File: src/rtl/keyguard_wdt_pkg.sv
package keyguard_wdt_pkg;

  // Key tracker states: the lock side and the open side each have a "half" state.
  typedef enum logic [1:0] {
    KS_LOCKED      = 2'd0,
    KS_LOCKED_HALF = 2'd1,
    KS_OPEN        = 2'd2,
    KS_OPEN_HALF   = 2'd3
  } key_state_e;

  // Ticks until timeout for a given period select.
  function automatic int unsigned period_ticks(input int unsigned base_shift,
                                               input int unsigned sel);
    return 32'd1 << (base_shift + sel);
  endfunction

endpackage

File: src/rtl/wdt_key_seq.sv
module wdt_key_seq #(
  parameter int         DATA_W = 8,
  parameter logic [7:0] KEY_A  = 8'h1E,
  parameter logic [7:0] KEY_B  = 8'hE1
) (
  input  logic              clk,
  input  logic              por_n,
  input  logic              soft_rst,
  input  logic              key_wr,
  input  logic [DATA_W-1:0] key_data,
  output logic              ctrl_open
);
  import keyguard_wdt_pkg::*;

  key_state_e state_q, state_d;

  wire is_a = (key_data == DATA_W'(KEY_A));
  wire is_b = (key_data == DATA_W'(KEY_B));

  always_comb begin
    state_d = state_q;
    if (key_wr) begin
      unique case (state_q)
        KS_LOCKED:      state_d = is_a ? KS_LOCKED_HALF : KS_LOCKED;
        KS_LOCKED_HALF: state_d = is_b ? KS_OPEN        : KS_LOCKED;
        KS_OPEN:        state_d = is_b ? KS_OPEN_HALF   : KS_OPEN;
        KS_OPEN_HALF:   state_d = is_a ? KS_LOCKED      : KS_OPEN;
        default:        state_d = KS_LOCKED;
      endcase
    end
  end

  always_ff @(posedge clk or negedge por_n) begin
    if (!por_n)        state_q <= KS_LOCKED;
    else if (soft_rst) state_q <= KS_LOCKED;
    else               state_q <= state_d;
  end

  assign ctrl_open = (state_q == KS_OPEN) || (state_q == KS_OPEN_HALF);

  // the control register only opens on the second key byte
  assert_open_on_second_key_R3: assert property (@(posedge clk) disable iff (!por_n)
    $rose(ctrl_open) |-> $past(key_wr && is_b && !soft_rst));

  // the control register only closes on a key write or a timeout
  assert_close_on_key_R5: assert property (@(posedge clk) disable iff (!por_n)
    $fell(ctrl_open) |-> $past((key_wr && is_a) || soft_rst));

endmodule

File: src/rtl/wdt_tick_counter.sv
module wdt_tick_counter #(
  parameter int CNT_W      = 16,
  parameter int PS_W       = 3,
  parameter int BASE_SHIFT = 9
) (
  input  logic            clk,
  input  logic            por_n,
  input  logic            run,
  input  logic            tick_en,
  input  logic            clr,
  input  logic [PS_W-1:0] ps,
  output logic            timeout
);
  import keyguard_wdt_pkg::*;

  localparam int LIM_W = CNT_W + 1;

  logic [CNT_W-1:0] cnt_q;
  logic [LIM_W-1:0] limit;
  logic [LIM_W-1:0] cnt_next;
  logic             step;

  assign limit    = LIM_W'(period_ticks(BASE_SHIFT, 32'(ps)));
  assign cnt_next = {1'b0, cnt_q} + LIM_W'(1);
  assign step     = run && tick_en && !clr;
  assign timeout  = step && (cnt_next == limit);

  always_ff @(posedge clk or negedge por_n) begin
    if (!por_n)                    cnt_q <= '0;
    else if (!run || clr || timeout) cnt_q <= '0;
    else if (tick_en)              cnt_q <= cnt_next[CNT_W-1:0];
  end

  // a running counter steps by exactly one per tick
  assert_count_step_R11: assert property (@(posedge clk) disable iff (!por_n)
    (step && !timeout) |=> (cnt_q == $past(cnt_q) + CNT_W'(1)));

  // without enable and tick the count does not move up
  assert_count_hold_R11: assert property (@(posedge clk) disable iff (!por_n)
    (run && !tick_en && !clr) |=> $stable(cnt_q));

  // a clear restarts the count from zero
  assert_clear_zero_R7: assert property (@(posedge clk) disable iff (!por_n)
    clr |=> (cnt_q == '0));

endmodule

File: src/rtl/wdt_rst_stretch.sv
module wdt_rst_stretch #(
  parameter int PULSE_CYC = 4
) (
  input  logic clk,
  input  logic por_n,
  input  logic trigger,
  output logic rst_req
);
  localparam int SW = $clog2(PULSE_CYC + 1);

  logic [SW-1:0] left_q;

  always_ff @(posedge clk or negedge por_n) begin
    if (!por_n)          left_q <= '0;
    else if (trigger)    left_q <= SW'(PULSE_CYC);
    else if (left_q != '0) left_q <= left_q - SW'(1);
  end

  assign rst_req = (left_q != '0);

  // a trigger starts a full-length pulse
  assert_pulse_start_R8: assert property (@(posedge clk) disable iff (!por_n)
    trigger |=> (rst_req && left_q == SW'(PULSE_CYC)));

  // the pulse ends only once the last remaining cycle is used up
  assert_pulse_end_R8: assert property (@(posedge clk) disable iff (!por_n)
    $fell(rst_req) |-> ($past(left_q) == SW'(1)));

endmodule

File: src/rtl/keyguard_wdt.sv
module keyguard_wdt #(
  parameter int         ADDR_W     = 8,
  parameter int         DATA_W     = 8,
  parameter int         CNT_W      = 16,
  parameter int         PS_W       = 3,
  parameter int         BASE_SHIFT = 9,
  parameter int         PULSE_CYC  = 4,
  parameter logic [7:0] ADDR_KEY   = 8'h97,
  parameter logic [7:0] ADDR_CTRL  = 8'h9F,
  parameter logic [7:0] ADDR_CFG   = 8'hBF,
  parameter logic [7:0] KEY_A      = 8'h1E,
  parameter logic [7:0] KEY_B      = 8'hE1
) (
  input  logic              clk,
  input  logic              por_n,
  input  logic              tick_en,
  input  logic              sfr_wr,
  input  logic [ADDR_W-1:0] sfr_addr,
  input  logic [DATA_W-1:0] sfr_wdata,
  output logic [DATA_W-1:0] sfr_rdata,
  output logic              wdt_rst_req,
  output logic              out_inhibit
);
  localparam int EN_BIT   = DATA_W - 1;
  localparam int CLR_BIT  = 5;
  localparam int FLAG_BIT = DATA_W - 1;
  localparam int INH_BIT  = 0;

  // Named internal events
  logic            hit_key, hit_ctrl, hit_cfg;
  logic            key_wr, ctrl_open, ctrl_wr, cfg_wr;
  logic            fire;
  logic            en_q, clr_q, flag_q, inh_q;
  logic [PS_W-1:0] ps_q;

  assign hit_key  = (sfr_addr == ADDR_W'(ADDR_KEY));
  assign hit_ctrl = (sfr_addr == ADDR_W'(ADDR_CTRL));
  assign hit_cfg  = (sfr_addr == ADDR_W'(ADDR_CFG));
  assign key_wr   = sfr_wr && hit_key;
  assign ctrl_wr  = sfr_wr && hit_ctrl && ctrl_open;
  assign cfg_wr   = sfr_wr && hit_cfg;

  wdt_key_seq #(.DATA_W(DATA_W), .KEY_A(KEY_A), .KEY_B(KEY_B)) u_keys (
    .clk(clk), .por_n(por_n), .soft_rst(fire),
    .key_wr(key_wr), .key_data(sfr_wdata), .ctrl_open(ctrl_open)
  );

  wdt_tick_counter #(.CNT_W(CNT_W), .PS_W(PS_W), .BASE_SHIFT(BASE_SHIFT)) u_count (
    .clk(clk), .por_n(por_n), .run(en_q), .tick_en(tick_en),
    .clr(clr_q), .ps(ps_q), .timeout(fire)
  );

  wdt_rst_stretch #(.PULSE_CYC(PULSE_CYC)) u_pulse (
    .clk(clk), .por_n(por_n), .trigger(fire), .rst_req(wdt_rst_req)
  );

  // Control register: a timeout wins over a same-cycle write
  always_ff @(posedge clk or negedge por_n) begin
    if (!por_n) begin
      en_q  <= 1'b0;
      ps_q  <= '0;
      clr_q <= 1'b0;
    end else if (fire) begin
      en_q  <= 1'b0;
      ps_q  <= '0;
      clr_q <= 1'b0;
    end else begin
      clr_q <= ctrl_wr && sfr_wdata[CLR_BIT];
      if (ctrl_wr) begin
        en_q <= sfr_wdata[EN_BIT];
        ps_q <= sfr_wdata[PS_W-1:0];
      end
    end
  end

  // Configuration register: the flag is cleared only by por_n or software
  always_ff @(posedge clk or negedge por_n) begin
    if (!por_n) begin
      flag_q <= 1'b0;
      inh_q  <= 1'b0;
    end else if (fire) begin
      flag_q <= 1'b1;
      inh_q  <= 1'b0;
    end else if (cfg_wr) begin
      if (!sfr_wdata[FLAG_BIT]) flag_q <= 1'b0;
      inh_q <= sfr_wdata[INH_BIT];
    end
  end

  assign out_inhibit = inh_q;

  always_comb begin
    sfr_rdata = '0;
    if (hit_ctrl) begin
      sfr_rdata[EN_BIT]     = en_q;
      sfr_rdata[PS_W-1:0]   = ps_q;
    end else if (hit_cfg) begin
      sfr_rdata[FLAG_BIT]   = flag_q;
      sfr_rdata[INH_BIT]    = inh_q;
    end
  end

  // a locked control register ignores writes
  assert_locked_write_ignored_R2: assert property (@(posedge clk) disable iff (!por_n)
    (sfr_wr && hit_ctrl && !ctrl_open && !fire) |=> ($stable(en_q) && $stable(ps_q)));

  // a timeout disables and relocks
  assert_timeout_disables_R9: assert property (@(posedge clk) disable iff (!por_n)
    fire |=> (!en_q && ps_q == '0 && !ctrl_open));

  // the flag is set together with the rising reset request
  assert_flag_with_pulse_R10: assert property (@(posedge clk) disable iff (!por_n)
    $rose(wdt_rst_req) |-> flag_q);

  // the flag falls only after a software write of 0
  assert_flag_clear_by_sw_R10: assert property (@(posedge clk) disable iff (!por_n)
    $fell(flag_q) |-> $past(cfg_wr && !sfr_wdata[FLAG_BIT]));

  // a timeout clears the inhibit bit
  assert_inhibit_cleared_R12: assert property (@(posedge clk) disable iff (!por_n)
    fire |=> !out_inhibit);

  // the clear bit is a one-cycle command
  assert_clear_self_R7: assert property (@(posedge clk) disable iff (!por_n)
    clr_q |=> !clr_q);

endmodule

File: config.mk
export PLATFORM = sky130hd
export DESIGN_NAME = keyguard_wdt
export DESIGN_NICKNAME = d
export VERILOG_FILES = /design/src/rtl/keyguard_wdt_pkg.sv /design/src/rtl/wdt_key_seq.sv /design/src/rtl/wdt_tick_counter.sv /design/src/rtl/wdt_rst_stretch.sv /design/src/rtl/keyguard_wdt.sv
export SDC_FILE = /design/constraint.sdc
export NUM_CORES = 1
export LEC_CHECK = 0
export ABC_AREA = 1
export BUFFER_PORTS_ARGS = -buffer_cell sky130_fd_sc_hd__clkbuf_2
export CAP_MARGIN = 20
export CORE_ASPECT_RATIO = 2
export CORE_UTILIZATION = 52
export CTS_CLUSTER_SIZE = 20
export DETAILED_ROUTE_END_ITERATION = 7
export PLACE_DENSITY = 0.74
export SLEW_MARGIN = 20
export SYNTH_ARGS = -nofsm -noshare
export SYNTH_HDL_FRONTEND = slang
export SYNTH_SLANG_ARGS = --single-unit
File: constraint.sdc
create_clock -name clk -period 2 [get_ports clk]
set_input_delay 0.3 -clock clk [delete_from_list [all_inputs] [get_ports clk]]
set_output_delay 0.3 -clock clk [all_outputs]
set_load 0.01 [all_outputs]
* Word level (Yosys, flattened, before mapping)
Index checks and enable logic that the tools add are counted.
** Word-level totals
- Output and inout port bits :: 10
- Bits of input ports :: 20
- Flip-flop bits (word level) :: 28
- Word-level logic and storage cells :: 69
** Operators by class
- Multiplexer cells :: 26
- Shift-type cells :: 1
- Reduce and logical (&&, ||, !) cells :: 21
- Add/sub/neg operators :: 3
- Equal/unequal tests :: 10
** Operator list (count)
- $eq A8 B8 Y1 const B :: 4
- $mux W16 :: 2
- $shl A1 B32 Y17 const A :: 1
- $add A16 B1 Y17 const B :: 1
- $eq A17 B17 Y1 :: 1
- $mux W1 :: 14
- $mux W3 :: 4
- $mux W2 :: 5
- $reduce_bool A2 Y1 :: 5
- $eq A8 B5 Y1 const B :: 1
- $logic_and A1 B1 Y1 :: 8
- $pmux W2 S4 :: 1
- $add A4 B3 Y5 const A :: 1
- $eq A2 B2 Y1 const B :: 2
- $logic_or A1 B1 Y1 :: 3
- $reduce_bool A3 Y1 :: 1
- $sub A3 B1 Y3 const B :: 1
- $eq A2 B1 Y1 const B :: 1
- $logic_not A1 Y1 :: 2
- $logic_not A2 Y1 :: 1
- $ne A2 B1 Y1 const B :: 1
- $reduce_and A2 Y1 :: 1

* Logic depth before layout (Yosys ltp)
Gate-level depths: netlist (run 1).
- Word-level depth :: 6
- Depth in mapped cells :: 17

* Hierarchy
From an unflattened synthesis (run 1), not the netlist that was laid out.
** Second synthesis, totals
- Cells, all modules :: 390
- Area total of the unflattened synthesis :: 2457.4 sq um
** By module, submodules not included
- wdt_tick_counter :: area an instance 1564.0 sq um, cells each 256, instances 1
- keyguard_wdt :: area an instance 506.7 sq um, cells each 71, instances 1
- wdt_key_seq :: area an instance 212.7 sq um, cells each 41, instances 1
- wdt_rst_stretch :: area an instance 173.9 sq um, cells each 22, instances 1

* Least setup slack after synthesis (run 1)
OpenSTA, ideal clock, no wires.
- Path kind :: register to register
- Start point :: reg ps_q[0]
- End point :: reg u_count.cnt_q[15]
- Setup slack :: -52 ps
- Buffers on the path :: 1
- Stages on the path, launching flop included :: 17
- Arrival time :: 1931 ps
- Path through :: dfrtp_1 > nand2_1 > inv_1 > ha_1 > inv_1 > nand2_1 > nor2_1 > nor2_1 > nor2_1 > nand2_1 > nor2_1 > nand3_1 > nor2_1 > nand3_2 > nand2_4 > buf_6 > nor2_1
** Between the ends
- Word-level cells in the longest chain between the ends :: 6
- Elaborated cells on any way between the ends :: 7
** Ends and longest elaborated chain
- from (decl) :: RTL line keyguard_wdt.sv:34 : logic [PS_W-1:0] ps_q;
- from (signal assigned) :: RTL line keyguard_wdt.sv:71 : ps_q <= sfr_wdata[PS_W-1:0];
- $add A4 B3 Y5 (*) :: RTL line keyguard_wdt_pkg.sv:14 : return 32'd1 << (base_shift + sel);
- $shl A1 B32 Y17 (*) :: RTL line keyguard_wdt_pkg.sv:14
- $eq A17 B17 Y1 (*) :: RTL line wdt_tick_counter.sv:26 : assign timeout = step && (cnt_next == limit);
- $logic_and A1 B1 Y1 (*) :: RTL line wdt_tick_counter.sv:26
- $logic_or A1 B1 Y1 (*) :: RTL line wdt_tick_counter.sv:30 : else if (!run || clr || timeout) cnt_q <= '0;
- $mux W16 or $reduce_bool A2 Y1 (tied branches)
- to (signal assigned) :: RTL line wdt_tick_counter.sv:31 : else if (tick_en) cnt_q <= cnt_next[CNT_W-1:0];
- to (decl) :: RTL line wdt_tick_counter.sv:18 : logic [CNT_W-1:0] cnt_q;
Mark *: on every way between the ends. The rest lies on a longest branch, timed or not.
A chain may end at the register's enable or synchronous reset.

* Worst setup path in the final report (run 1)
- Start point :: reg ps_q[0]
- End point :: reg ps_q[1]
** Between the ends
- Word-level cells in the longest chain between the ends :: 5
- Elaborated cells on any way between the ends :: 6
** Ends and longest elaborated chain (RTL line)
- $add A4 B3 Y5 (*) :: keyguard_wdt_pkg.sv:14
- $shl A1 B32 Y17 (*) :: keyguard_wdt_pkg.sv:14
- $eq A17 B17 Y1 (*) :: wdt_tick_counter.sv:26
- $logic_and A1 B1 Y1 (*) :: wdt_tick_counter.sv:26
- $mux W3 or $reduce_bool A2 Y1 (tied branches)
Marks and branches as above.

==> results of run 1 <==
critical path, cell delays in order (launching register included):
cell	delay, ps
dfrtp_1	400
nand2_2	90
inv_2	50
ha_4	230
inv_4	80
nand2_8	70
buf_4	130
nor2_1	150
nand3_1	110
nand2_1	70
nand2_1	60
nor2_2	160
nand3_4	170
buf_6	190
nand2_2	60
inv_2	30
routing by layer:
layer  wire length [µm]  global-route usage (%)  part of all wire (%)  up-vias
met5                  0                       0                     0        -
li1                   -                       -                     -     1234
met4                468                    23.4                   7.2        0
met3                308                    6.31                   4.7       33
met2               3560                    56.6                    55       86
met1               2150                    32.5                    33     1129
sequential cells by signal, indices dropped and copies added (netlist names):
name            cells
clr_q               1
en_q                1
flag_q              1
out_inhibit         1
ps_q                3
u_count.cnt_q      16
u_keys.state_q      2
u_pulse.left_q      3
metrics by stage:
| step | setup TNS, ps | cells | utilization [%] | instance area [µm²] |
|---|---|---|---|---|
| floorplan | 0 | 364 | - | 2240 |
| global placement | -3720 | 455 | 62.1 | 2540 |
| detailed placement | -4980 | 455 | 62.1 | 2540 |
| CTS | -1310 | 465 | 67.7 | 2770 |
| global route | -5420 | 469 | 69.5 | 2840 |
| finish | -2990 | 469 | 69.5 | 2840 |
cell families after synthesis:
family,after synthesis,share of synthesized area [%]
AOI/OAI and AO/OA,31,7.44
xor gates and xnor gates,2,0.789
adders and majority gates,4,2.25
buffers and inverters,71,13.2
DFF,28,31.6
muxes,1,0.507
other,1,0.169
and+or+nand+nor,223,44.0
final cells by class:
| type | instances | area [µm²] |
|---|---|---|
| Multi-Input combinational cell | 266 | 1410 |
| Fill cell | 350 | 1250 |
| Sequential cell | 28 | 701 |
| Timing Repair Buffer | 57 | 377 |
| Inverter | 62 | 235 |
| Tap cell | 52 | 65.1 |
| Clock buffer | 4 | 55.1 |
cells in the mapped netlist:
cell type    n
buf_6        1
a21oi_1      3
nor2_2       1
nand2_4      1
clkbuf_1     2
buf_4        5
dfrtp_1     28
o21bai_1     3
inv_1       62
o21ai_0     24
nor2_1      54
conb_1       1
buf_2        1
nand3_2      2
and2_1       1
nor2_4       4
xnor2_1      1
nor4_1       1
nand3_1     33
nand2_1    107
mux2_2       1
nand2_2      1
xor2_1       1
nor3_1       6
o31ai_1      1
ha_1         4
nand3b_1     1
nand4_1     11
repair_timing:
| action | in CTS | in global routing |
|---|---|---|
| endpoints found under the setup margin | 28 | 28 |
| pin swaps | 8 | 6 |
| endpoints found under the hold margin | 0 | 0 |
| gates resized for setup | 37 | 14 |
| gates cloned | 2 | 0 |
| buffers inserted | 4 | 4 |
worst paths after layout:
| kind | start | end | slack [ps] | cells after the start |
|---|---|---|---|---|
| worst max register to register | ps_q[0] | ps_q[1] | -140 | 15 |
| worst min register to register | u_pulse.left_q[2] | u_pulse.left_q[2] | 540 | 2 |
| worst min-delay path | por_n | u_count.cnt_q[0] | 60 | 1 |
| min in group clk | sfr_wdata[5] | clr_q | 300 | 5 |
| max in group asynchronous | por_n | u_count.cnt_q[11] | 1460 | 1 |
| worst max-delay path | ps_q[0] | ps_q[1] | -140 | 15 |
power groups by stage:
stage | combinational (mW) | clock, mW | sequential [mW]
6_report | 0.0838 | 0.369 | 0.570
3_5_place_dp | 0.0813 | 0 | 0.581
5_1_grt | 0.0951 | 0.398 | 0.570
2_1_floorplan | 0.0424 | 0 | 0.581
4_1_cts | 0.0827 | 0.379 | 0.570
3_3_place_gp | 0.0786 | 0 | 0.581
==> out/metrics.csv, run 1 <==
stage,metric,value,unit
place,place_congestion,0.945,
pwr,ir_drop,0.000344,V
place,preCtsSetupSlack,-196,ps
job,drv_cap,0,
drt,drt_pass1_iterations,4,
floorplanning,die_y,94.4,µm
final_layout,layout-drive-gt1-share,26.4,%
pwr,pwr-share-clk,36.1,%
pwr,power.density,360,nW/µm²
grt,groute.usage.overall,33.1,%
logic_synthesis,syn_inst,361,
grt,grt_pass1_wl,10700,µm
sta,tightest_slew,754,ps
place,dp_hpwl,4700,µm
logic_synthesis,synthTopCellsByArea,"dfrtp_1, nand2_1, inv_1",
sta,timing.final.crit_share,107,%
sta,hold_viol,0,
grt,grt-ovfl-total,0,
drt,vias_per_cell,5.29,
grt,grt_max_degree,29,
min_path,hp-class,in2async,
clock_tree,clockRootBuffer,clkbuf_8,
logic_synthesis,syn_avg_cell_area,6.15,µm²
grt,grt_pass1_vias,2462,
floorplanning,core_region_area,4090,µm²
logic_synthesis,yosys_warnings,0,
clock_tree,cts_inserted_buffers,3,
sta,finalMaxSlewViolations,0,
sta,timing.final.ws_setup,-139,ps
setup_path,crit_path_start_kind,register,
logic_synthesis,ys_ff_latch,28,
pwr,switchingPower,0.247,mW
setup_path,critPathMaxFanout,6,
drt,via_count,2482,
floorplanning,ios,30,
drt,drc,0,
grt,antenna_found_initial,0,
final_layout,final_common_cell,nand2_1,
sta,finalSetupViolations,28,
pwr,power_frac_seq,55.7,%
drt,wl_per_cell,13.8,µm
logic_synthesis,yosysTopAreaCell,dfrtp_1,
sta,rsz0062_at_grt,yes,
pwr,p_leak,1.44,nW
floorplanning,fp.dieArea,4550,µm²
sta,fmax,0.468,GHz
pwr,switching_share,24.2,%
setup_path,endpoint_kind,register,
clock_tree,htreeDepth,1,
pwr,p_int,0.775,mW
setup_path,cp.arrival,2330,ps
outcome,status,"finished, violations left",
clock_tree,clock_path_buffers,2,
clock_tree,clk_pin_slew,100,ps
clock_tree,cts_hold_buf,0,
logic_synthesis,synth.cell_area,2220,µm²
logic_synthesis,ys_seq_area_share,31.6,%
pwr,power,1.02,mW
drt,finalWirelength,6490,µm
final_layout,syn2layout_area_growth,27.9,%
logic_synthesis,synth_top_area_share,31.6,%
sta,slew_headroom,49.7,%
floorplanning,die_w,48.2,µm
floorplanning,start_util,54.3,%
logic_synthesis,ys_types,28,
final_layout,layout.nets,442,
drt,drt_iter0_markers,73,
clock_tree,clock_latency,290,ps
outcome,failed_checks,setup timing,
clock_tree,numClockSinks,28,
setup_path,required,2190,ps
final_layout,antenna_cells,0,
place,port_buffers,25,
sta,final.setup_skew,5.61,ps
sta,whs,60.4,ps
clock_tree,cts_tree,yes,
floorplanning,rows,33,
sta,fin_crit,2140,ps
pwr,p_comb_share,8.2,%
drt,ant_nets,0,
final_layout,final_cell_mix,"nand2_1, inv_1, nor2_1, nand3_1, buf_4",
setup_path,crit_type,reg2reg,
Note: power is estimated with default switching activity, not from simulation.
==> run 2: changes to the inputs <==
ABC_AREA = 0   (was 1)
==> run 2 against run 1 <==
Effect of this change: the run still ends with setup timing left; worst hold slack got worse by 15 ps; clock skew is 2.0 ps higher; area after synthesis grew 1.7%; utilization decreased by 0.39 points; synthesized cell count shrank 31%; power increased by 6.5%; sequential cell count unchanged; combinational power decreased by 31%; die area up 1.6%; first-iteration DRC count down 36%; largest power group unchanged.
==> out/metrics.csv, run 2 <==
stage,metric,value,unit,change
clock_tree,cts_tree,yes,,
grt,grt_pass1_vias,2075,,-16%
setup_path,crit_path_start_kind,register,,
final_layout,largest_register,u_count.cnt_q,,
clock_tree,post_cts_resized,1,,-97%
drt,wl_per_cell,16.4,µm,+19%
sta,finalSetupViolations,22,,-21%
setup_path,required,2180,ps,about the same
final_layout,layout-drive-gt1-share,37.3,%,+11 points
drt,drt_iter0_markers,47,,-36%
place,port_buffers,25,,unchanged
final_layout,largest_reg_flops,16,,unchanged
drt,ant_nets,0,,unchanged
final_layout,final_common_cell,buf_4,,
floorplanning,ios,30,,unchanged
final_layout,final_cell_mix,"buf_4, dfrtp_1, clkbuf_2, nor2_1, nand4_1",,
floorplanning,rows,33,,unchanged
logic_synthesis,ys.flop_type,dfrtp_1,,
clock_tree,clock_latency,290,ps,about the same
grt,antenna_found_initial,0,,unchanged
sta,timing.final.ws_setup,-569,ps,-430 ps
floorplanning,start_util,54.7,%,+0.37 points
final_layout,multiInputGateArea,1500,µm²,+6.4%
drt,drt_pass1_iterations,4,,unchanged
sta,fin_crit,2570,ps,+430 ps
logic_synthesis,ys_seq_area_share,31.0,%,-0.52 points
grt,groute.usage.overall,27.0,%,-6.1 points
sta,timing.final.crit_share,128,%,+21 points
final_layout,syn2layout_area_growth,26.3,%,
grt,grt_pass1_wl,9450,µm,-12%
drt,finalWirelength,5820,µm,-10%
logic_synthesis,syn_inst,250,,-31%
setup_path,endpoint_kind,register,,
sta,slew_headroom,52.5,%,+2.8 points
final_layout,layout.nets,328,,-26%
logic_synthesis,syn_avg_cell_area,9.03,µm²,+47%
final_layout,fillers,358,,+2.3%
sta,rsz0062_at_grt,yes,,
drt,drc,0,,unchanged
sta,tightest_slew,712,ps,-42.0 ps
sta,finalSetupTns,-11370,ps,-8380 ps
logic_synthesis,yosys_warnings,0,,unchanged
logic_synthesis,yosysTopAreaCell,dfrtp_1,,
min_path,hp-class,in2async,,
logic_synthesis,ys_types,57,,+100%
final_layout,seq_area,701,µm²,unchanged
grt,grt_max_degree,29,,unchanged
final_layout,reg.largest.list,"u_count.cnt_q: 16 flops, ps_q: 3 flops, u_pulse.left_q: 3 flops",,
setup_path,crit_type,reg2reg,,
clock_tree,numClockSinks,28,,unchanged
sta,fmax,0.389,GHz,-17%
logic_synthesis,synthTopCellsByCount,"dfrtp_1, nor2_1, nand4_1, clkbuf_1",,
pwr,p_leak,1.19,nW,-18%
sta,whs,45.7,ps,-14.7 ps
place,placed_area,2730,µm²,+7.6%
place,dp_hpwl,4510,µm,-4.0%
floorplanning,core_region_area,4130,µm²,+1.0%
place,place_congestion,0.847,,-10%
job,drv_cap,0,,unchanged
clock_tree,cts_hold_buf,0,,unchanged
setup_path,cp.arrival,2750,ps,+420 ps
floorplanning,die_y,95.2,µm,+0.83%
pwr,ir_drop,0.000452,V,+31%
floorplanning,die_w,48.6,µm,+0.80%
clock_tree,post_cts_buffers,0,,-4
logic_synthesis,ys_ff_latch,28,,unchanged
clock_tree,htreeDepth,1,,unchanged
drt,vias_per_cell,5.95,,+12%
final_layout,final_cell_area,2850,µm²,+0.44%
pwr,power,1.09,mW,+6.5%
floorplanning,fp.dieArea,4620,µm²,+1.6%
sta,hold_viol,0,,unchanged
logic_synthesis,synth_top_area_share,31.0,%,-0.52 points
outcome,status,"finished, violations left",,
logic_synthesis,synth_edf_count,0,,unchanged
setup_path,critPathMaxFanout,22,,+16
outcome,failed_checks,setup timing,,
clock_tree,clock_path_buffers,2,,unchanged
logic_synthesis,synth.cell_area,2260,µm²,+1.7%
clock_tree,cts_inserted_buffers,3,,unchanged
drt,via_count,2112,,-15%
sta,final.setup_skew,7.62,ps,+2.01 ps
logic_synthesis,synth.most_common_cell,dfrtp_1,,
logic_synthesis,synthTopCellsByArea,"dfrtp_1, xnor2_1, xor2_1",,
final_layout,antenna_cells,0,,unchanged
sta,finalMaxSlewViolations,0,,unchanged
grt,grt-ovfl-total,0,,unchanged
clock_tree,clk_pin_slew,110,ps,about the same
logic_synthesis,synth_async_sr_flop_share,100,%,unchanged
clock_tree,clockRootBuffer,clkbuf_8,,
pwr,power.density,382,nW/µm²,+6.0%
-- run 2: cell count changes after synthesis, moves of 18 or more --
cell | previous run | this run
nand3_1 | 33 | 9
nor2_1 | 54 | 16
inv_1 | 62 | 6
o21ai_0 | 24 | 6
nand2_1 | 107 | 13
-- run 2: area by class of cell --
cell class | instances | area share (%)
inverter | 6 | 0.790
tap | 52 | 2.28
clock inverter | 1 | 1.05
timing repair buffer | 71 | 17.4
sequential | 28 | 24.6
multi-input combinational | 194 | 52.5
clock buffer | 3 | 1.45
-- run 2: logic make-up (layout without fill, tap and decap cells) --
family	after synthesis	count (layout)	synth area share, %
other cells	1	4	0.166
simple gates	116	116	32.8
flops	28	28	31.0
mux	7	7	3.10
fa+ha+maj	4	4	2.22
xor+xnor	27	27	11.1
compound gates	36	36	12.4
buf+inv	31	81	7.15
-- run 2: worst paths after layout --
| path | from | to | slack [ps] | depth (start not counted) |
|---|---|---|---|---|
| max | ps_q[1] | u_pulse.left_q[2] | -570 | 10 |
| min | por_n | u_count.cnt_q[4] | 50 | 1 |
| max reg2reg | ps_q[1] | u_pulse.left_q[2] | -570 | 10 |
| min reg2reg | flag_q | flag_q | 530 | 2 |
| max in group asynchronous | por_n | u_keys.state_q[1] | 1500 | 1 |
| min in group clk | sfr_wdata[5] | clr_q | 250 | 3 |
-- run 2: power breakdown --
| group | leakage, nW | switching [mW] | total (mW) | internal, mW |
|---|---|---|---|---|
| registers | 0.391 | 0.000730 | 0.567 | 0.567 |
| logic | 0.760 | 0.0365 | 0.0582 | 0.0217 |
| clock network | 0.0357 | 0.195 | 0.464 | 0.269 |
-- run 2: through the flow --
| step | instances | setup WS (ps) | util (%) |
|---|---|---|---|
| 4_1_cts | 355 | -530 | 67.9 |
| 5_1_grt | 355 | -611 | 69.1 |
| 3_5_place_dp | 351 | -541 | 66.1 |
| 6_report | 355 | -569 | 69.1 |
| 2_1_floorplan | 253 | -704 | - |
| 3_3_place_gp | 351 | -511 | 66.1 |
-- run 2: critical path, cell delays in order, from the launching register on --
cell and delay, ps:
dfrtp_1 400, and2_4 170, ha_4 230, or2_4 250
buf_4 160, o211a_1 210, o211a_1 220, a211oi_2 300
nor4_4 100, buf_12 180, a211o_1 230
-- run 2: layer usage --
metal / vias to the layer above / GRT usage (%) / wire length (µm)
met5: - / 0 / 0
met4: 0 / 16.7 / 315
met3: 25 / 1.91 / 152
met2: 64 / 54.2 / 3320
met1: 1013 / 26.0 / 2040
li1: 1010 / - / -
